[config.mk]
export PLATFORM = sky130hd
export DESIGN_NAME = dma_mover
export DESIGN_NICKNAME = d
export VERILOG_FILES = /design/src/rtl/dma_mover_pkg.sv /design/src/rtl/dma_mover_ptr.sv /design/src/rtl/dma_mover_buf.sv /design/src/rtl/dma_mover_seq.sv /design/src/rtl/dma_mover.sv
export SDC_FILE = /design/constraint.sdc
export NUM_CORES = 1
export LEC_CHECK = 0
export CAP_MARGIN = 20
export CORE_MARGIN = 5
export CORE_UTILIZATION = 35
export CTS_CLUSTER_SIZE = 12
export DETAILED_ROUTE_END_ITERATION = 10
export DONT_BUFFER_PORTS = 1
export PLACE_DENSITY_LB_ADDON = 0.3
export SYNTH_ARGS = -nofsm -noshare
export SYNTH_HDL_FRONTEND = slang
export SYNTH_SLANG_ARGS = --single-unit
[constraint.sdc]
create_clock -name clk -period 8.95 [get_ports clk]
set_input_delay 0.895 -clock clk [delete_from_list [all_inputs] [get_ports clk]]
set_output_delay 0.895 -clock clk [all_outputs]
set_load 0.02 [all_outputs]
[src/rtl/dma_mover_pkg.sv]
package dma_mover_pkg;

  typedef enum logic [1:0] {
    MV_IDLE  = 2'd0,
    MV_FILL  = 2'd1,
    MV_DRAIN = 2'd2
  } mv_state_e;

  // a beat takes two bytes only on a wide port with two bytes still owed
  function automatic logic beat_is_pair(input logic wide, input int unsigned left);
    return wide && (left >= 2);
  endfunction

  // bytes staged by one chunk
  function automatic int unsigned chunk_goal(input int unsigned remaining,
                                             input int unsigned depth);
    return (remaining < depth) ? remaining : depth;
  endfunction

endpackage

[src/rtl/dma_mover_ptr.sv]
module dma_mover_ptr #(
  parameter int AW = 26
) (
  input  logic          clk,
  input  logic          rst_n,
  input  logic          load,
  input  logic [AW-1:0] load_val,
  input  logic          step,
  input  logic          pair,
  output logic [AW-1:0] addr
);
  logic [AW-1:0] addr_q;

  always_ff @(posedge clk or negedge rst_n) begin
    if (!rst_n)    addr_q <= '0;
    else if (load) addr_q <= load_val;
    else if (step) addr_q <= addr_q + (pair ? AW'(2) : AW'(1));
  end

  assign addr = addr_q;
endmodule

[src/rtl/dma_mover_buf.sv]
module dma_mover_buf #(
  parameter int DEPTH = 4,
  localparam int IW = $clog2(DEPTH)
) (
  input  logic          clk,
  input  logic          rst_n,
  input  logic          wr_en,
  input  logic          wr_pair,
  input  logic [IW-1:0] wr_idx,
  input  logic [15:0]   wr_data,
  input  logic [IW-1:0] rd_idx,
  output logic [15:0]   rd_data
);
  logic [7:0]       slot_q [DEPTH];
  logic [DEPTH-1:0] hit_lo;
  logic [DEPTH-1:0] hit_hi;
  logic [IW-1:0]    wr_next;
  logic [IW-1:0]    rd_next;

  assign wr_next = wr_idx + IW'(1);
  assign rd_next = rd_idx + IW'(1);

  for (genvar g = 0; g < DEPTH; g++) begin : g_lane
    assign hit_lo[g] = wr_en && (wr_idx == IW'(g));
    assign hit_hi[g] = wr_en && wr_pair && (wr_next == IW'(g));
  end

  always_ff @(posedge clk or negedge rst_n) begin
    if (!rst_n) begin
      for (int i = 0; i < DEPTH; i++) slot_q[i] <= '0;
    end else begin
      for (int i = 0; i < DEPTH; i++) begin
        if (hit_lo[i])      slot_q[i] <= wr_data[7:0];
        else if (hit_hi[i]) slot_q[i] <= wr_data[15:8];
      end
    end
  end

  assign rd_data = {slot_q[rd_next], slot_q[rd_idx]};
endmodule

[src/rtl/dma_mover_seq.sv]
module dma_mover_seq
  import dma_mover_pkg::*;
#(
  parameter int CW    = 24,
  parameter int DEPTH = 4,
  localparam int IW = $clog2(DEPTH),
  localparam int BW = IW + 1
) (
  input  logic          clk,
  input  logic          rst_n,
  input  logic          start,
  input  logic [CW-1:0] cnt,
  input  logic          src_wide,
  input  logic          dst_wide,
  input  logic          bus_ack,
  output mv_state_e     state,
  output logic          rd_beat,
  output logic          wr_beat,
  output logic          pair,
  output logic [IW-1:0] fill_idx,
  output logic [IW-1:0] drain_idx,
  output logic          done
);
  mv_state_e     state_q;
  logic [BW-1:0] goal_q, filled_q, drained_q;
  logic [CW-1:0] remain_q;
  logic          src_wide_q, dst_wide_q, done_q;
  logic [BW-1:0] fill_left, drain_left, step;
  logic [CW-1:0] remain_nx;
  logic          chunk_in, chunk_out, last_out;

  assign fill_left  = goal_q - filled_q;
  assign drain_left = goal_q - drained_q;

  always_comb begin
    case (state_q)
      MV_FILL:  pair = beat_is_pair(src_wide_q, 32'(fill_left));
      MV_DRAIN: pair = beat_is_pair(dst_wide_q, 32'(drain_left));
      default:  pair = 1'b0;
    endcase
  end

  assign step      = pair ? BW'(2) : BW'(1);
  assign rd_beat   = (state_q == MV_FILL) && bus_ack;
  assign wr_beat   = (state_q == MV_DRAIN) && bus_ack;
  assign chunk_in  = rd_beat && ((filled_q + step) == goal_q);
  assign chunk_out = wr_beat && ((drained_q + step) == goal_q);
  assign remain_nx = remain_q - CW'(step);
  assign last_out  = chunk_out && (remain_nx == '0);

  always_ff @(posedge clk or negedge rst_n) begin
    if (!rst_n) begin
      state_q    <= MV_IDLE;
      goal_q     <= '0;
      filled_q   <= '0;
      drained_q  <= '0;
      remain_q   <= '0;
      src_wide_q <= 1'b0;
      dst_wide_q <= 1'b0;
      done_q     <= 1'b0;
    end else begin
      done_q <= 1'b0;
      case (state_q)
        MV_IDLE: if (start) begin
          src_wide_q <= src_wide;
          dst_wide_q <= dst_wide;
          if (cnt == '0) begin
            done_q <= 1'b1;
          end else begin
            remain_q  <= cnt;
            goal_q    <= BW'(chunk_goal(32'(cnt), DEPTH));
            filled_q  <= '0;
            drained_q <= '0;
            state_q   <= MV_FILL;
          end
        end
        MV_FILL: if (rd_beat) begin
          filled_q <= filled_q + step;
          if (chunk_in) state_q <= MV_DRAIN;
        end
        MV_DRAIN: if (wr_beat) begin
          drained_q <= drained_q + step;
          remain_q  <= remain_nx;
          if (last_out) begin
            state_q <= MV_IDLE;
            done_q  <= 1'b1;
          end else if (chunk_out) begin
            goal_q    <= BW'(chunk_goal(32'(remain_nx), DEPTH));
            filled_q  <= '0;
            drained_q <= '0;
            state_q   <= MV_FILL;
          end
        end
        default: state_q <= MV_IDLE;
      endcase
    end
  end

  assign state     = state_q;
  assign fill_idx  = filled_q[IW-1:0];
  assign drain_idx = drained_q[IW-1:0];
  assign done      = done_q;
endmodule

[src/rtl/dma_mover.sv]
module dma_mover
  import dma_mover_pkg::*;
#(
  parameter int AW    = 26,
  parameter int CW    = 24,
  parameter int DEPTH = 4
) (
  input  logic          clk,
  input  logic          rst_n,
  input  logic          start,
  input  logic          dir,
  input  logic [CW-1:0] cnt,
  input  logic [AW-1:0] req_base,
  input  logic [AW-1:0] tgt_base,
  input  logic          req_wide,
  input  logic          tgt_wide,
  output logic          bus_rd,
  output logic          bus_wr,
  output logic [AW-1:0] bus_addr,
  output logic          bus_pair,
  output logic [15:0]   bus_wdata,
  input  logic [15:0]   bus_rdata,
  input  logic          bus_ack,
  output logic          busy,
  output logic          done
);
  localparam int IW = $clog2(DEPTH);

  mv_state_e     state;
  logic          rd_beat, wr_beat, pair, take;
  logic [IW-1:0] fill_idx, drain_idx;
  logic [AW-1:0] src_addr, dst_addr;
  logic [15:0]   stage_out;

  assign take = start && (state == MV_IDLE);

  dma_mover_seq #(.CW(CW), .DEPTH(DEPTH)) u_seq (
    .clk      (clk),
    .rst_n    (rst_n),
    .start    (start),
    .cnt      (cnt),
    .src_wide (dir ? tgt_wide : req_wide),
    .dst_wide (dir ? req_wide : tgt_wide),
    .bus_ack  (bus_ack),
    .state    (state),
    .rd_beat  (rd_beat),
    .wr_beat  (wr_beat),
    .pair     (pair),
    .fill_idx (fill_idx),
    .drain_idx(drain_idx),
    .done     (done)
  );

  dma_mover_ptr #(.AW(AW)) u_src (
    .clk     (clk),
    .rst_n   (rst_n),
    .load    (take),
    .load_val(dir ? tgt_base : req_base),
    .step    (rd_beat),
    .pair    (pair),
    .addr    (src_addr)
  );

  dma_mover_ptr #(.AW(AW)) u_dst (
    .clk     (clk),
    .rst_n   (rst_n),
    .load    (take),
    .load_val(dir ? req_base : tgt_base),
    .step    (wr_beat),
    .pair    (pair),
    .addr    (dst_addr)
  );

  dma_mover_buf #(.DEPTH(DEPTH)) u_buf (
    .clk    (clk),
    .rst_n  (rst_n),
    .wr_en  (rd_beat),
    .wr_pair(pair),
    .wr_idx (fill_idx),
    .wr_data(bus_rdata),
    .rd_idx (drain_idx),
    .rd_data(stage_out)
  );

  assign bus_rd    = (state == MV_FILL);
  assign bus_wr    = (state == MV_DRAIN);
  assign bus_addr  = bus_rd ? src_addr : dst_addr;
  assign bus_pair  = pair;
  assign bus_wdata = pair ? stage_out : {8'h00, stage_out[7:0]};
  assign busy      = (state != MV_IDLE);
endmodule

After elaboration in Yosys (flattened, before gate mapping)
Index checks and enable logic that the tools add are counted.
W data, S select, Z words.
{"block": "classes", "bitwise": 2, "n_mux": 63, "n_reduce_logical": 36, "n_eq_ne": 18, "add_sub_neg": 9, "order_cmp": 6}
{"op": "$mux W26", "count": 7}
{"op": "$mux W8", "count": 12}
{"op": "$mux W24", "count": 3}
{"op": "$add A26 B26 Y26", "count": 2}
{"op": "$logic_not A24 Y1", "count": 2}
{"op": "$lt A24 B3 Y1 const B", "count": 2}
{"op": "$mux W3", "count": 16}
{"op": "$pmux W24 S2", "count": 1}
{"op": "$bmux W8 S2", "count": 2}
{"op": "$sub A24 B2 Y24", "count": 1}
{"op": "$mux W2", "count": 9}
{"op": "$logic_and A1 B1 Y1", "count": 17}
{"op": "$mux W16", "count": 1}
{"op": "$reduce_bool A2 Y1", "count": 8}
{"op": "$pmux W3 S2", "count": 2}
{"op": "$reduce_and A6 Y1", "count": 2}
{"op": "$eq A2 B2 Y1 const B", "count": 5}
{"op": "$pmux W3 S3", "count": 1}
{"op": "$ne A2 B1 Y1 const B", "count": 4}
{"op": "$reduce_and A7 Y1", "count": 1}
{"op": "$add A3 B3 Y3", "count": 2}
{"op": "$eq A2 B1 Y1 const B", "count": 3}
{"op": "$eq A3 B3 Y1", "count": 2}
{"op": "$ge A3 B2 Y1 const B", "count": 2}
{"op": "13 further kinds", "count": 27}
{"block": "totals", "register_bits": 122, "elab_cells": 148, "out_inout_bits": 47}

Depth between registers and ports, before layout
{"block": "depth", "word_depth": 12, "mapped_depth": 18}

By module
A second synthesis with hierarchy kept.
{"block": "hier_totals", "hier_cells": 972, "area_unflattened_um2": 9379.0}
{"module": "dma_mover_seq", "cells_per_inst": 368, "area_each_um2": 3123.0, "seq_area_each_um2": 950.9, "instances": 1}
{"module": "dma_mover_buf", "cells_per_inst": 153, "area_each_um2": 2010.7, "seq_area_each_um2": 800.8, "instances": 1}
{"module": "dma_mover_ptr (u_dst)", "cells_per_inst": 174, "area_each_um2": 1551.5, "seq_area_each_um2": 650.6, "instances": 1}
{"module": "dma_mover_ptr (u_src)", "cells_per_inst": 175, "area_each_um2": 1549.0, "seq_area_each_um2": 650.6, "instances": 1}
{"module": "dma_mover", "cells_per_inst": 102, "area_each_um2": 1144.8, "seq_area_each_um2": 0.0, "instances": 1}

Worst setup path after synthesis
OpenSTA, ideal clock, no wires.
{"block": "synth_timing", "kind": "flip-flop to flip-flop", "startpoint": "reg u_seq.goal_q[0]", "endpoint": "reg u_seq.goal_q[0]", "required_ns": 8.884, "path_stages_with_launch": 18, "path_slack_ns": 4.114, "arrival_ns": 4.771, "cell_sequence": "dfrtp_1 > inv_1 > ha_1 > fa_1 > xnor3_1 > a21oi_1 > o21ai_0 > clkbuf_1 > clkbuf_1 > ha_1 > fa_1 > or4b_1 > nor4_1 > xnor2_1 > nand2_1 > or4_1 > o21ai_1 > o21a_1"}
{"block": "synth_via", "elab_chain_cells": 12}
{"element": "start: declaration", "line_no": "dma_mover_seq.sv:25", "source": "logic [BW-1:0] goal_q, filled_q, drained_q;"}
{"element": "start signal: assignment", "line_no": "dma_mover_seq.sv:71", "source": "goal_q <= BW'(chunk_goal(32'(cnt), DEPTH));"}
{"element": "start signal: assignment", "line_no": "dma_mover_seq.sv:88", "source": "goal_q <= BW'(chunk_goal(32'(remain_nx), DEPTH));"}
{"element": "$sub A3 B3 Y3, on equally long branches", "line_no": "dma_mover_seq.sv:33, dma_mover_seq.sv:32"}
{"element": "$ge A3 B2 Y1", "line_no": "dma_mover_pkg.sv:11", "source": "return wide && (left >= 2);"}
{"element": "$logic_and A1 B1 Y1", "line_no": "dma_mover_pkg.sv:11"}
{"element": "$pmux W1 S2", "line_no": "dma_mover_seq.sv:36", "source": "case (state_q)"}
{"element": "$mux W2", "line_no": "dma_mover_seq.sv:43", "source": "assign step = pair ? BW'(2) : BW'(1);"}
{"element": "$sub A24 B2 Y24", "line_no": "dma_mover_seq.sv:48", "source": "assign remain_nx = remain_q - CW'(step);"}
{"element": "$lt A24 B3 Y1", "line_no": "dma_mover_pkg.sv:17", "source": "return (remaining < depth) ? remaining : depth;"}
{"element": "$mux W3", "line_no": "dma_mover_pkg.sv:17"}
{"element": "$mux W3", "line_no": "dma_mover_seq.sv:87", "source": "end else if (chunk_out) begin"}
{"element": "$mux W3", "line_no": "dma_mover_seq.sv:84", "source": "if (last_out) begin"}
{"element": "$mux W3", "line_no": "dma_mover_seq.sv:81", "source": "MV_DRAIN: if (wr_beat) begin"}
{"element": "$pmux W3 S2", "line_no": "dma_mover_seq.sv:63", "source": "case (state_q)"}
Several ways; a longest one is shown, not always the timed one. The select of a mux whose other input is x is not followed.
A chain may end at the register's enable or synchronous reset.

Worst setup path after layout
{"block": "layout_timing", "startpoint": "reg u_seq.filled_q[0]", "endpoint": "reg u_seq.goal_q[0]"}
{"block": "layout_via", "elab_chain_cells": 12}
{"element": "start: declaration", "line_no": "dma_mover_seq.sv:25"}
{"element": "start signal: assignment", "line_no": "dma_mover_seq.sv:78", "source": "filled_q <= filled_q + step;"}
{"element": "$sub A3 B3 Y3 (*)", "line_no": "dma_mover_seq.sv:32", "source": "assign fill_left = goal_q - filled_q;"}
{"element": "$ge A3 B2 Y1 (*)", "line_no": "dma_mover_pkg.sv:11"}
{"element": "$logic_and A1 B1 Y1 (*)", "line_no": "dma_mover_pkg.sv:11"}
{"element": "$pmux W1 S2 (*)", "line_no": "dma_mover_seq.sv:36"}
{"element": "named net bus_pair", "line_no": "dma_mover.sv:20", "source": "output logic bus_pair,"}
{"element": "$mux W2 (*)", "line_no": "dma_mover_seq.sv:43"}
{"element": "$sub A24 B2 Y24", "line_no": "dma_mover_seq.sv:48"}
{"element": "$lt A24 B3 Y1", "line_no": "dma_mover_pkg.sv:17"}
{"element": "$mux W3", "line_no": "dma_mover_pkg.sv:17"}
{"element": "$mux W3", "line_no": "dma_mover_seq.sv:87"}
{"element": "$mux W3", "line_no": "dma_mover_seq.sv:84"}
{"element": "$mux W3", "line_no": "dma_mover_seq.sv:81"}
{"element": "$pmux W3 S2", "line_no": "dma_mover_seq.sv:63"}
Mark *: on every way through the listed nets, which the timed path passes. The rest lies on a longest branch. The select of a mux whose other input is x is not followed.

==> impl_metrics.tcl <==
set metrics [dict create \
    avgSynthCellArea_um2 9.10 \
    synth_edf_count 0 \
    wl_per_cell_um 19.4 \
    fin_nets 1045 \
    drt_pass1_iterations 5 \
    postPlaceCellArea_um2 8930 \
    layout_commonest_cell "dfrtp_1" \
    drt_iter0_drc 549 \
    cts_tree "done" \
    n_fill_cell 2430 \
    drc_errors 0 \
    hpwl_um 17500 \
    cts_setup_buffers 0 \
    rsz0062_at_grt "no" \
    wl_met1_um 10500 \
    die_x_um 168 \
    syn_nets 1080 \
    ir_drop_uv 162 \
    max-slew-margin-rel_pct 27.8 \
    synth_seq_area_share_pct 35.0 \
    finClkSkew_ns 0.0119 \
    period_share_pct 57.1 \
    final_core_util_pct 38.9 \
    met2_wirelength_um 11500 \
    dieHeight_um 168 \
    worstPathCellList "ha_1, fa_1, xnor3_1, a21oi_1, o21ai_2, inv_1, fa_1, or4b_1, nor4_1, xnor2_1, nand2_1, or4_1, o21ai_1, o21a_1" \
    hold_class "in -> async" \
    detail_route.vias_per_cell 5.68 \
    start_util_pct 35.7 \
    io_pins 146 \
    path_clk_slew_ns 0.06 \
    ys_ff_latch 122 \
    gr-total-overflow 0 \
    root_buffer "clkbuf_16" \
    syn_to_final_growth_pct 9.08 \
    setup_viol 0 \
    num_rows 57 \
    cts.htree.levels 4 \
    p_leak_nw 3.45 \
    powerDensity_nw_per_um2 367 \
    top_layer "met4" \
    antenna_cells 0 \
    r2r_slack_ns 3.84 \
    core-area_um2 24500 \
    fin_crit_ns 5.11 \
    crit_type "reg -> reg" \
    synth_ff_type "dfrtp_1" \
    post_cts_resized 0 \
    crit_arrival_ns 5.47 \
    numPortBuffers 0 \
    hold_violations 0 \
    cts_sinks 122 \
    fmax_ghz 0.196 \
    finalInstanceArea_um2 9530 \
    slew_violations 0 \
    cp_slowest_cell "dfrtp_1" \
    worstPathRequired_ns 9.31 \
    ant_nets 0 \
    synthArstFlopShare_pct 100 \
    end_kind "register" \
    grt_pass1_wl_um 39700 \
    track_usage_pct 17.4 \
    antenna_found_initial 0 \
    r2r.worst_path.cells 14 \
    final_cell_mix "dfrtp_1, a21oi_1, nand2_1" \
    seq_area_um2 3050 \
    wl_met3_um 1940 \
    synth_area_um2 8730 \
    fin_hold_ws_ns 0.167 \
    design.die.area_um2 28200 \
    fin_setup_tns_ns 0 \
    finalWirelength_um 24400 \
    postCtsHoldBufs 0 \
    start_kind "register" \
    yosys_warnings 0 \
    clk_path_buf_depth 2 \
    clock_latency_ns 0.42 \
    path_common_cell "fa_1" \
    ys_types 74 \
    cap_violations 0 \
    synth_cells 960 \
    vias 7163 \
    grt_max_degree 123 \
    run_status "finished clean" \
    timing.rr.start "u_seq.filled_q[0]" \
    tightestPinTransition_ns 1.08 \
    critPathMaxFanout 23 \
    multiInputGateArea_um2 5350 \
    layout-drive-gt1-share_pct 11.4 \
    critical-path-max-stage-delay_ns 0.61 \
    regToRegEndpoint "u_seq.goal_q[0]" \
    place_congestion 0.863 \
    grt_pass1_vias 7219 \
    cts_buffers 17 \
]
==> area by class of cell <==
class / count / share of cell area (%)
Inverter: 19 / 0.749
Sequential cell: 122 / 32.0
Clock buffer: 18 / 4.61
Tap cell: 324 / 4.25
Multi-Input combinational cell: 756 / 56.1
Timing Repair Buffer: 9 / 0.932
Clock inverter: 14 / 1.29
==> worst max-delay path: cells and delay by family (launching register included) <==
kind	cells	cell delay (ns)
fa+ha+maj	3	1.16
buf+inv	1	0.61
xor+xnor	2	0.40
flops	1	0.61
simple gates	4	1.74
compound gates	4	0.52
==> kinds of logic (layout without fill, tap and decap cells) <==
group                      count (synthesis)  count (layout)  synth area share, %
AOI/OAI and AO/OA                        273             273                 19.7
xor gates and xnor gates                  62              62                 6.70
adders and majority gates                 21              21                 3.61
buffers and inverters                     82              60                 4.07
DFF                                      122             122                 35.0
muxes                                     73              73                 11.1
and+or+nand+nor                          327             327                 19.9
==> cell usage after synthesis (all sizes together) (3+ instances only) <==
library cell / count / area, um^2
clkbuf: 54 / 238
a21oi: 100 / 500
nor2b: 46 / 288
buf: 9 / 46.3
or4: 5 / 46.3
mux2i: 32 / 320
o21ai: 54 / 274
nand2: 89 / 334
or3: 9 / 62.6
nor2: 61 / 245
ha: 14 / 175
mux2: 25 / 285
nor4: 15 / 121
xnor2: 18 / 158
dfrtp: 122 / 3050
xor2: 41 / 359
a211oi: 45 / 338
fa: 7 / 140
o31ai: 4 / 57.6
o22a: 3 / 26.3
and4: 6 / 53.8
nand2b: 5 / 31.3
nor4b: 3 / 26.3
nand3: 33 / 165
and3: 8 / 50.1
o22ai: 11 / 68.8
a22oi: 36 / 270
a31oi: 4 / 25.0
mux4: 16 / 360
inv: 19 / 71.3
nor3: 11 / 55.1
nor3b: 3 / 22.5
nand4: 15 / 109
and2: 10 / 62.6
==> flip-flops by register name, indices dropped and copies added, names as in the netlist <==
signal            count
u_seq.remain_q       24
u_seq.dst_wide_q      1
u_seq.src_wide_q      1
u_seq.done            1
u_src.addr           26
u_seq.drained_q       3
u_seq.goal_q          3
u_buf.slot_q         32
u_seq.filled_q        3
u_seq.state           2
u_dst.addr           26
==> routing by layer <==
metal  track usage (%)  up-vias
met5                 0        -
met3              5.77       38
met1              22.1     3447
met4              5.54        0
li1                  -     3464
met2              28.0      214
==> how the worst max path moves through the flow <==
stage | cells past startpoint | startpoint | slack (ns) | end
final | 14 | u_seq.filled_q[0] | 3.84 | u_seq.goal_q[0]
after global routing | 14 | u_seq.filled_q[0] | 3.41 | u_seq.goal_q[2]
after CTS | 14 | u_seq.drained_q[0] | 3.46 | u_seq.goal_q[0]
after detailed placement | 14 | u_seq.drained_q[0] | 3.49 | u_seq.goal_q[0]
after global placement | 13 | u_seq.drained_q[0] | 3.61 | u_seq.goal_q[0]
after floorplan | 17 | u_seq.goal_q[0] | 4.11 | u_seq.goal_q[0]
==> through the flow <==
stage,setup WS [ns],cells,power (mW)
after floorplan,4.11,960,2.47
after global placement,3.61,1227,2.80
after detailed placement,3.49,1228,2.83
after CTS,3.46,1260,3.52
after global routing,3.41,1262,3.78
final,3.84,1262,3.50
==> where the power goes <==
| group | total (mW) | switching (mW) | internal [mW] |
|---|---|---|---|
| sequential | 1.13 | 0.330 | 0.804 |
| clock | 0.673 | 0.283 | 0.390 |
| combinational | 1.69 | 0.985 | 0.703 |
| total | 3.50 | 1.60 | 1.90 |
Note: power is estimated with default switching activity, not from simulation.
